==> src/rtl/lkd_pkg.sv <==
package lkd_pkg;

    typedef enum logic [1:0] {
        ERR_SMALL = 2'd0,
        ERR_MID   = 2'd1,
        ERR_LARGE = 2'd2
    } err_cls_e;

endpackage

==> src/rtl/lkd_width_meter.sv <==
module lkd_width_meter #(
    parameter int CNT_W = 8
) (
    input  logic             clk,
    input  logic             rst_n,
    input  logic             up_i,
    input  logic             dn_i,
    input  logic             stb_i,
    output logic [CNT_W-1:0] width_o
);
    localparam logic [CNT_W-1:0] SAT_VAL = '1;

    typedef struct packed {
        logic [CNT_W-1:0] cnt;
    } meter_st_t;

    meter_st_t st_d, st_q;
    logic      pulse;

    assign pulse = up_i | dn_i;

    always_comb begin
        st_d = st_q;
        if (stb_i) begin
            // a new reference cycle starts; count this edge if already high
            st_d.cnt = {{(CNT_W-1){1'b0}}, pulse};
        end else if (pulse && (st_q.cnt != SAT_VAL)) begin
            st_d.cnt = st_q.cnt + 1'b1;
        end
    end

    always_ff @(posedge clk or negedge rst_n) begin
        if (!rst_n) begin
            st_q <= '0;
        end else begin
            st_q <= st_d;
        end
    end

    assign width_o = st_q.cnt;

    AST_WIDTH_RESTART: assert property (@(posedge clk) disable iff (!rst_n)
        (stb_i && !pulse) |=> (width_o == '0));

    AST_WIDTH_NO_WRAP: assert property (@(posedge clk) disable iff (!rst_n)
        !stb_i |=> (width_o >= $past(width_o)));

endmodule

==> src/rtl/lkd_classifier.sv <==
module lkd_classifier
    import lkd_pkg::*;
#(
    parameter int CNT_W = 8
) (
    input  logic [CNT_W-1:0] width_i,
    input  logic [CNT_W-1:0] tight_lim_i,
    input  logic [CNT_W-1:0] loose_lim_i,
    output err_cls_e         cls_o
);
    always_comb begin
        if (width_i < tight_lim_i) begin
            cls_o = ERR_SMALL;
        end else if (width_i > loose_lim_i) begin
            cls_o = ERR_LARGE;
        end else begin
            cls_o = ERR_MID;
        end
    end

endmodule

==> src/rtl/lkd_run_judge.sv <==
module lkd_run_judge
    import lkd_pkg::*;
#(
    parameter int SHORT_RUN = 3,
    parameter int LONG_RUN  = 5
) (
    input  logic     clk,
    input  logic     rst_n,
    input  logic     stb_i,
    input  logic     long_run_i,
    input  err_cls_e cls_i,
    output logic     lock_o
);
    localparam int RUN_W = $clog2(LONG_RUN + 1);

    typedef struct packed {
        logic             lock;
        logic [RUN_W-1:0] run;
    } judge_st_t;

    judge_st_t      st_d, st_q;
    logic [RUN_W:0] need;
    logic [RUN_W:0] run_inc;

    always_comb begin
        st_d    = st_q;
        need    = long_run_i ? (RUN_W+1)'(LONG_RUN) : (RUN_W+1)'(SHORT_RUN);
        run_inc = {1'b0, st_q.run} + 1'b1;
        if (stb_i) begin
            if (st_q.lock) begin
                if (cls_i == ERR_LARGE) begin
                    st_d.lock = 1'b0;
                    st_d.run  = '0;
                end
            end else if (cls_i == ERR_SMALL) begin
                if (run_inc >= need) begin
                    st_d.lock = 1'b1;
                    st_d.run  = '0;
                end else begin
                    st_d.run = run_inc[RUN_W-1:0];
                end
            end else begin
                st_d.run = '0;
            end
        end
    end

    always_ff @(posedge clk or negedge rst_n) begin
        if (!rst_n) begin
            st_q <= '0;
        end else begin
            st_q <= st_d;
        end
    end

    assign lock_o = st_q.lock;

    AST_RISE_ON_SMALL: assert property (@(posedge clk) disable iff (!rst_n)
        $rose(lock_o) |-> $past(stb_i && (cls_i == ERR_SMALL)));

    AST_FALL_ON_LARGE: assert property (@(posedge clk) disable iff (!rst_n)
        $fell(lock_o) |-> $past(stb_i && (cls_i == ERR_LARGE)));

    AST_HOLD_BETWEEN_STROBES: assert property (@(posedge clk) disable iff (!rst_n)
        !stb_i |=> $stable(lock_o));

    AST_RUN_BELOW_LONG: assert property (@(posedge clk) disable iff (!rst_n)
        st_q.run < RUN_W'(LONG_RUN));

    AST_RUN_IDLE_LOCKED: assert property (@(posedge clk) disable iff (!rst_n)
        lock_o |-> (st_q.run == '0));

endmodule

==> src/rtl/phase_lock_detector.sv <==
module phase_lock_detector
    import lkd_pkg::*;
#(
    parameter int CNT_W     = 8,
    parameter int SHORT_RUN = 3,
    parameter int LONG_RUN  = 5
) (
    input  logic             clk,
    input  logic             rst_n,
    input  logic             up_i,
    input  logic             dn_i,
    input  logic             cycle_stb_i,
    input  logic             long_run_i,
    input  logic [CNT_W-1:0] tight_lim_i,
    input  logic [CNT_W-1:0] loose_lim_i,
    output logic             lock_o
);
    logic [CNT_W-1:0] width;
    err_cls_e         cls;

    lkd_width_meter #(.CNT_W(CNT_W)) i_meter (
        .clk     (clk),
        .rst_n   (rst_n),
        .up_i    (up_i),
        .dn_i    (dn_i),
        .stb_i   (cycle_stb_i),
        .width_o (width)
    );

    lkd_classifier #(.CNT_W(CNT_W)) i_classifier (
        .width_i     (width),
        .tight_lim_i (tight_lim_i),
        .loose_lim_i (loose_lim_i),
        .cls_o       (cls)
    );

    lkd_run_judge #(.SHORT_RUN(SHORT_RUN), .LONG_RUN(LONG_RUN)) i_judge (
        .clk        (clk),
        .rst_n      (rst_n),
        .stb_i      (cycle_stb_i),
        .long_run_i (long_run_i),
        .cls_i      (cls),
        .lock_o     (lock_o)
    );

endmodule

==> config.mk <==
export PLATFORM = sky130hd
export DESIGN_NAME = phase_lock_detector
export DESIGN_NICKNAME = d
export VERILOG_FILES = /design/src/rtl/lkd_pkg.sv /design/src/rtl/lkd_width_meter.sv /design/src/rtl/lkd_classifier.sv /design/src/rtl/lkd_run_judge.sv /design/src/rtl/phase_lock_detector.sv
export SDC_FILE = /design/constraint.sdc
export NUM_CORES = 1
export LEC_CHECK = 0
export ABC_AREA = 1
export CAP_MARGIN = 20
export CORE_MARGIN = 1.5
export CORE_UTILIZATION = 40
export CTS_CLUSTER_SIZE = 30
export DETAILED_ROUTE_END_ITERATION = 10
export PLACE_DENSITY = 0.71
export SKIP_LAST_GASP = 1
export SYNTH_ARGS = -nofsm -noshare
export SYNTH_HDL_FRONTEND = slang
export SYNTH_SLANG_ARGS = --single-unit
==> constraint.sdc <==
create_clock -name clk -period 1.75 [get_ports clk]
set_input_delay 0.525 -clock clk [delete_from_list [all_inputs] [get_ports clk]]
set_output_delay 0.525 -clock clk [all_outputs]
set_load 0.02 [all_outputs]
==> run summary <==
The total negative slack for setup checks is 0 ps. The number of I/O port buffers is 22. Clock latency on the worst-skew pair, taken at its later pin, is 270 ps. The checks that failed: design-rule violations. The cell internal power dissipation came out at 0.694 mW.

The count of boundary I/O pins came out at 23. Max-cap violations in this run came to 0. The count of mapped cells out of synthesis came out at 167.

The summed area of non-filler cells in the final layout is 1740 um2. CTS placed an instance of sky130_fd_sc_hd__clkbuf_4 at the clock tree root. The min-delay analysis places its worst path in the category input pin to asynchronous set/reset pin. VDD sags by at most 0.454 mV. The switching power is 0.458 mW. The worst register-to-register path begins at i_judge.st_q[1]. The violation count after the first detailed-routing iteration came out at 35.

The proportion of power drawn by flip-flops and latches came out at 0.315. The count of synthesis-stage warnings from yosys came out at 0. The number of library cell types mapped by synthesis is 27. Fill cells in the final layout number 248. The maximum fanout along the worst path is 5. The final critical-path share of the clock period came out at 0.959. The die is 58.0 um tall. The post-CTS clock slew at the launch and capture registers of the worst setup and hold paths came out at 70 ps. The final RePlAce weighted congestion is 0.786. Summed over all layers, the routed wires come to 2.72 mm. The post-synthesis async set-or-reset flop share came out at 1.00. Setup repair after global routing could not meet its margin everywhere. Across all layers, the routed design uses 1126 vias. The total power per unit cell area is 661 nW/um2. For the worst setup path, the data arrival time is 1890 ps.

The number of antenna diodes is 0. The cell row count is 19. For this run, the number of standard cells in the final layout without fillers is 237.

The maximum buffer depth of the clock tree is 2. The maximum number of pins on one net before global-route repair came out at 13. For the worst setup path, the data required time is 1960 ps. The number of failing hold endpoints at the final stage is 0. The total CTS buffers is 3. The main flop type after synthesis is sky130_fd_sc_hd__dfrtp_1. The worst slack at placement came out at -487 ps. The CTS tree is yes.

The netlist area before placement is 1210 um2. The switching portion of total power is 0.397. The total half-perimeter wirelength after legalization and detailed placement is 2.12 mm. The cell area after placement came out at 1550 um2. The area growth from synthesis to layout is 44.1%.

The final worst slack came out at 72.1 ps. The run finished, with violations left. The number of cells in the design after placement is 231. The endpoint identified for the worst register-to-register timing path is i_judge.lock_o. The via count of the first global-routing pass was 1081.

The achievable clock frequency came out at 0.596 GHz. The final critical path time including I/O delays and setup came out at 1680 ps. The die covers 3360 um2. The total nets after synthesis came out at 207. The clock network fraction of design power came out at 0.145. The transition time at the pin with the least slew margin is 280 ps. The number of max-slew violations in the final report came out at 0. Setup violations remaining at the end of the flow were counted as 0. For this design, the CTS-stage hold fixing added 0 buffers. The remaining max-slew budget at the tightest pin came out at 0.813. The ratio of routed vias to standard cells came out at 4.75.

The number of nets with antenna violations after detailed routing came out at 0. Once layout is complete, the utilization of the core stands at 0.621. The number of enable flip-flop cells after synthesis came out at 0. The final total power came out at 1.15 mW. The post-synthesis area per instance came out at 7.24 um2. The total number of H-tree levels came out at 1.

The number of antenna violations at the first check in global routing is 0. The first global-routing pass estimated 4.56 mm of wire. On the final layout, the worst hold slack is 541 ps.

The setup slack of the worst register-to-register path came out at 80 ps. The layout net count came out at 248. In the global route stage, overall resource usage came out at 0.175.

The startpoint-to-endpoint class of the critical path is input pin to flop. The TritonCTS sink count is 12. The core region is 2810 um2. The sequential element share of the synthesized area came out at 0.248. Clock skew on the completed layout was measured at 6.84 ps. The initial cell density of the core came out at 0.431.

The number of cells on the worst reg-to-reg path is 10. STA classifies the critical path startpoint as an input pin. The sum of overflow across all layers after global routing came out at 0.

The timing endpoint of the critical path is i_judge.st_q[2]. The number of detailed-routing iterations run before antenna repair came out at 7. The number of design rule violations left after detail routing came out at 2.

The leakage power total came out at 0.907 nW. In the final layout, the share of cells above drive strength 1 is 0.350. After detailed routing, the average wire length per cell comes to 11.5 um.

The number of flip-flops and latches in the synthesized netlist is 12. The critical path starts at tight_lim_i[6]. The combinational share of power came out at 0.540. STA classifies the critical path endpoint as a flop. The horizontal extent of the die is 58.0 um.
cell families after synthesis:
| family | share of synthesized area |
|---|---|
| DFF | 0.248 |
| AOI/OAI and AO/OA | 0.0983 |
| xor gates and xnor gates | 0.0145 |
| and+or+nand+nor | 0.337 |
| adders and majority gates | 0.186 |
| buffers and inverters | 0.115 |
power by group through the flow:
stage,Sequential (mW),Combinational (mW),Clock [mW]
after floorplan,0.392,0.318,0
after global placement,0.361,0.540,0
after detailed placement,0.364,0.560,0
after CTS,0.361,0.583,0.173
after global routing,0.368,0.697,0.183
final,0.362,0.622,0.167
routing by layer:
| layer | global-route usage | wire length [um] | up-vias |
|---|---|---|---|
| met1 | 0.218 | 1250 | 496 |
| li1 | - | - | 607 |
| met5 | 0 | 0 | - |
| met3 | 0.0134 | 53 | 4 |
| met2 | 0.323 | 1390 | 19 |
| met4 | 0.0498 | 25 | 0 |
Yosys cell counts (3+ instances only):
cell type | n | area, um2
sky130_fd_sc_hd__nand2_1 | 37 | 139
sky130_fd_sc_hd__inv_1 | 31 | 116
sky130_fd_sc_hd__ha_1 | 18 | 225
sky130_fd_sc_hd__nor2_1 | 17 | 63.8
sky130_fd_sc_hd__dfrtp_1 | 12 | 300
sky130_fd_sc_hd__nand3_1 | 8 | 40.0
sky130_fd_sc_hd__nand2_2 | 7 | 43.8
sky130_fd_sc_hd__a21oi_1 | 6 | 30.0
sky130_fd_sc_hd__o21ai_1 | 6 | 30.0
sky130_fd_sc_hd__inv_2 | 3 | 11.3
sky130_fd_sc_hd__nand3b_1 | 3 | 22.5
flip-flops by register name (all words and copies together), names as in the netlist:
name             flops
i_meter.width_o      8
i_judge.st_q         3
i_judge.lock_o       1
how the worst min path moves through the flow:
| stage | startpoint | endpoint | slack [ps] | cells past startpoint |
|---|---|---|---|---|
| finish | rst_n | i_meter.width_o[2] | 540 | 2 |
| global route | rst_n | i_meter.width_o[2] | 570 | 2 |
| CTS | rst_n | i_meter.width_o[2] | 550 | 2 |
| detailed placement | i_judge.st_q[2] | i_judge.st_q[2] | 530 | 2 |
| global placement | i_judge.st_q[2] | i_judge.st_q[2] | 510 | 2 |
| floorplan | rst_n | i_judge.lock_o | 230 | 0 |
layout by cell type, fill, tap and decap left out, drive strengths merged, types with 6 or more instances in the layout:
cell type	Yosys	layout
dfrtp	12	12
nand3	9	9
ha	18	18
nor2	19	19
buf	1	15
dlygate4sd2	0	14
inv	34	34
a21oi	7	7
o21ai	8	8
nand2	46	46
clkdlybuf4s50	0	6
critical path: stages:
cell,delay [ps]
sky130_fd_sc_hd__dlygate4sd2_1,190
sky130_fd_sc_hd__inv_1,40
sky130_fd_sc_hd__ha_1,300
sky130_fd_sc_hd__nand2_4,100
sky130_fd_sc_hd__nor2_4,50
sky130_fd_sc_hd__nor3_4,260
sky130_fd_sc_hd__nand2_2,80
sky130_fd_sc_hd__nand2_2,90
sky130_fd_sc_hd__nand2_4,80
sky130_fd_sc_hd__nand2_4,70
sky130_fd_sc_hd__nand2_1,50
sky130_fd_sc_hd__nand2_1,60
repair_timing:
item | 4_1_cts | 5_1_grt
pin swaps | 31 | 16
setup endpoints to repair | 5 | 4
gates resized for setup | 46 | 9
buffers inserted | 1 | 2
area by class of cell:
class	count	area (um2)	share of cell area
multi-input cells	120	937	0.538
inverters	34	128	0.0733
well taps	31	38.8	0.0223
clock buffers	3	22.5	0.0129
repair buffers	37	313	0.180
flip-flops and latches	12	303	0.174
Power figures use the tool's default switching activity.
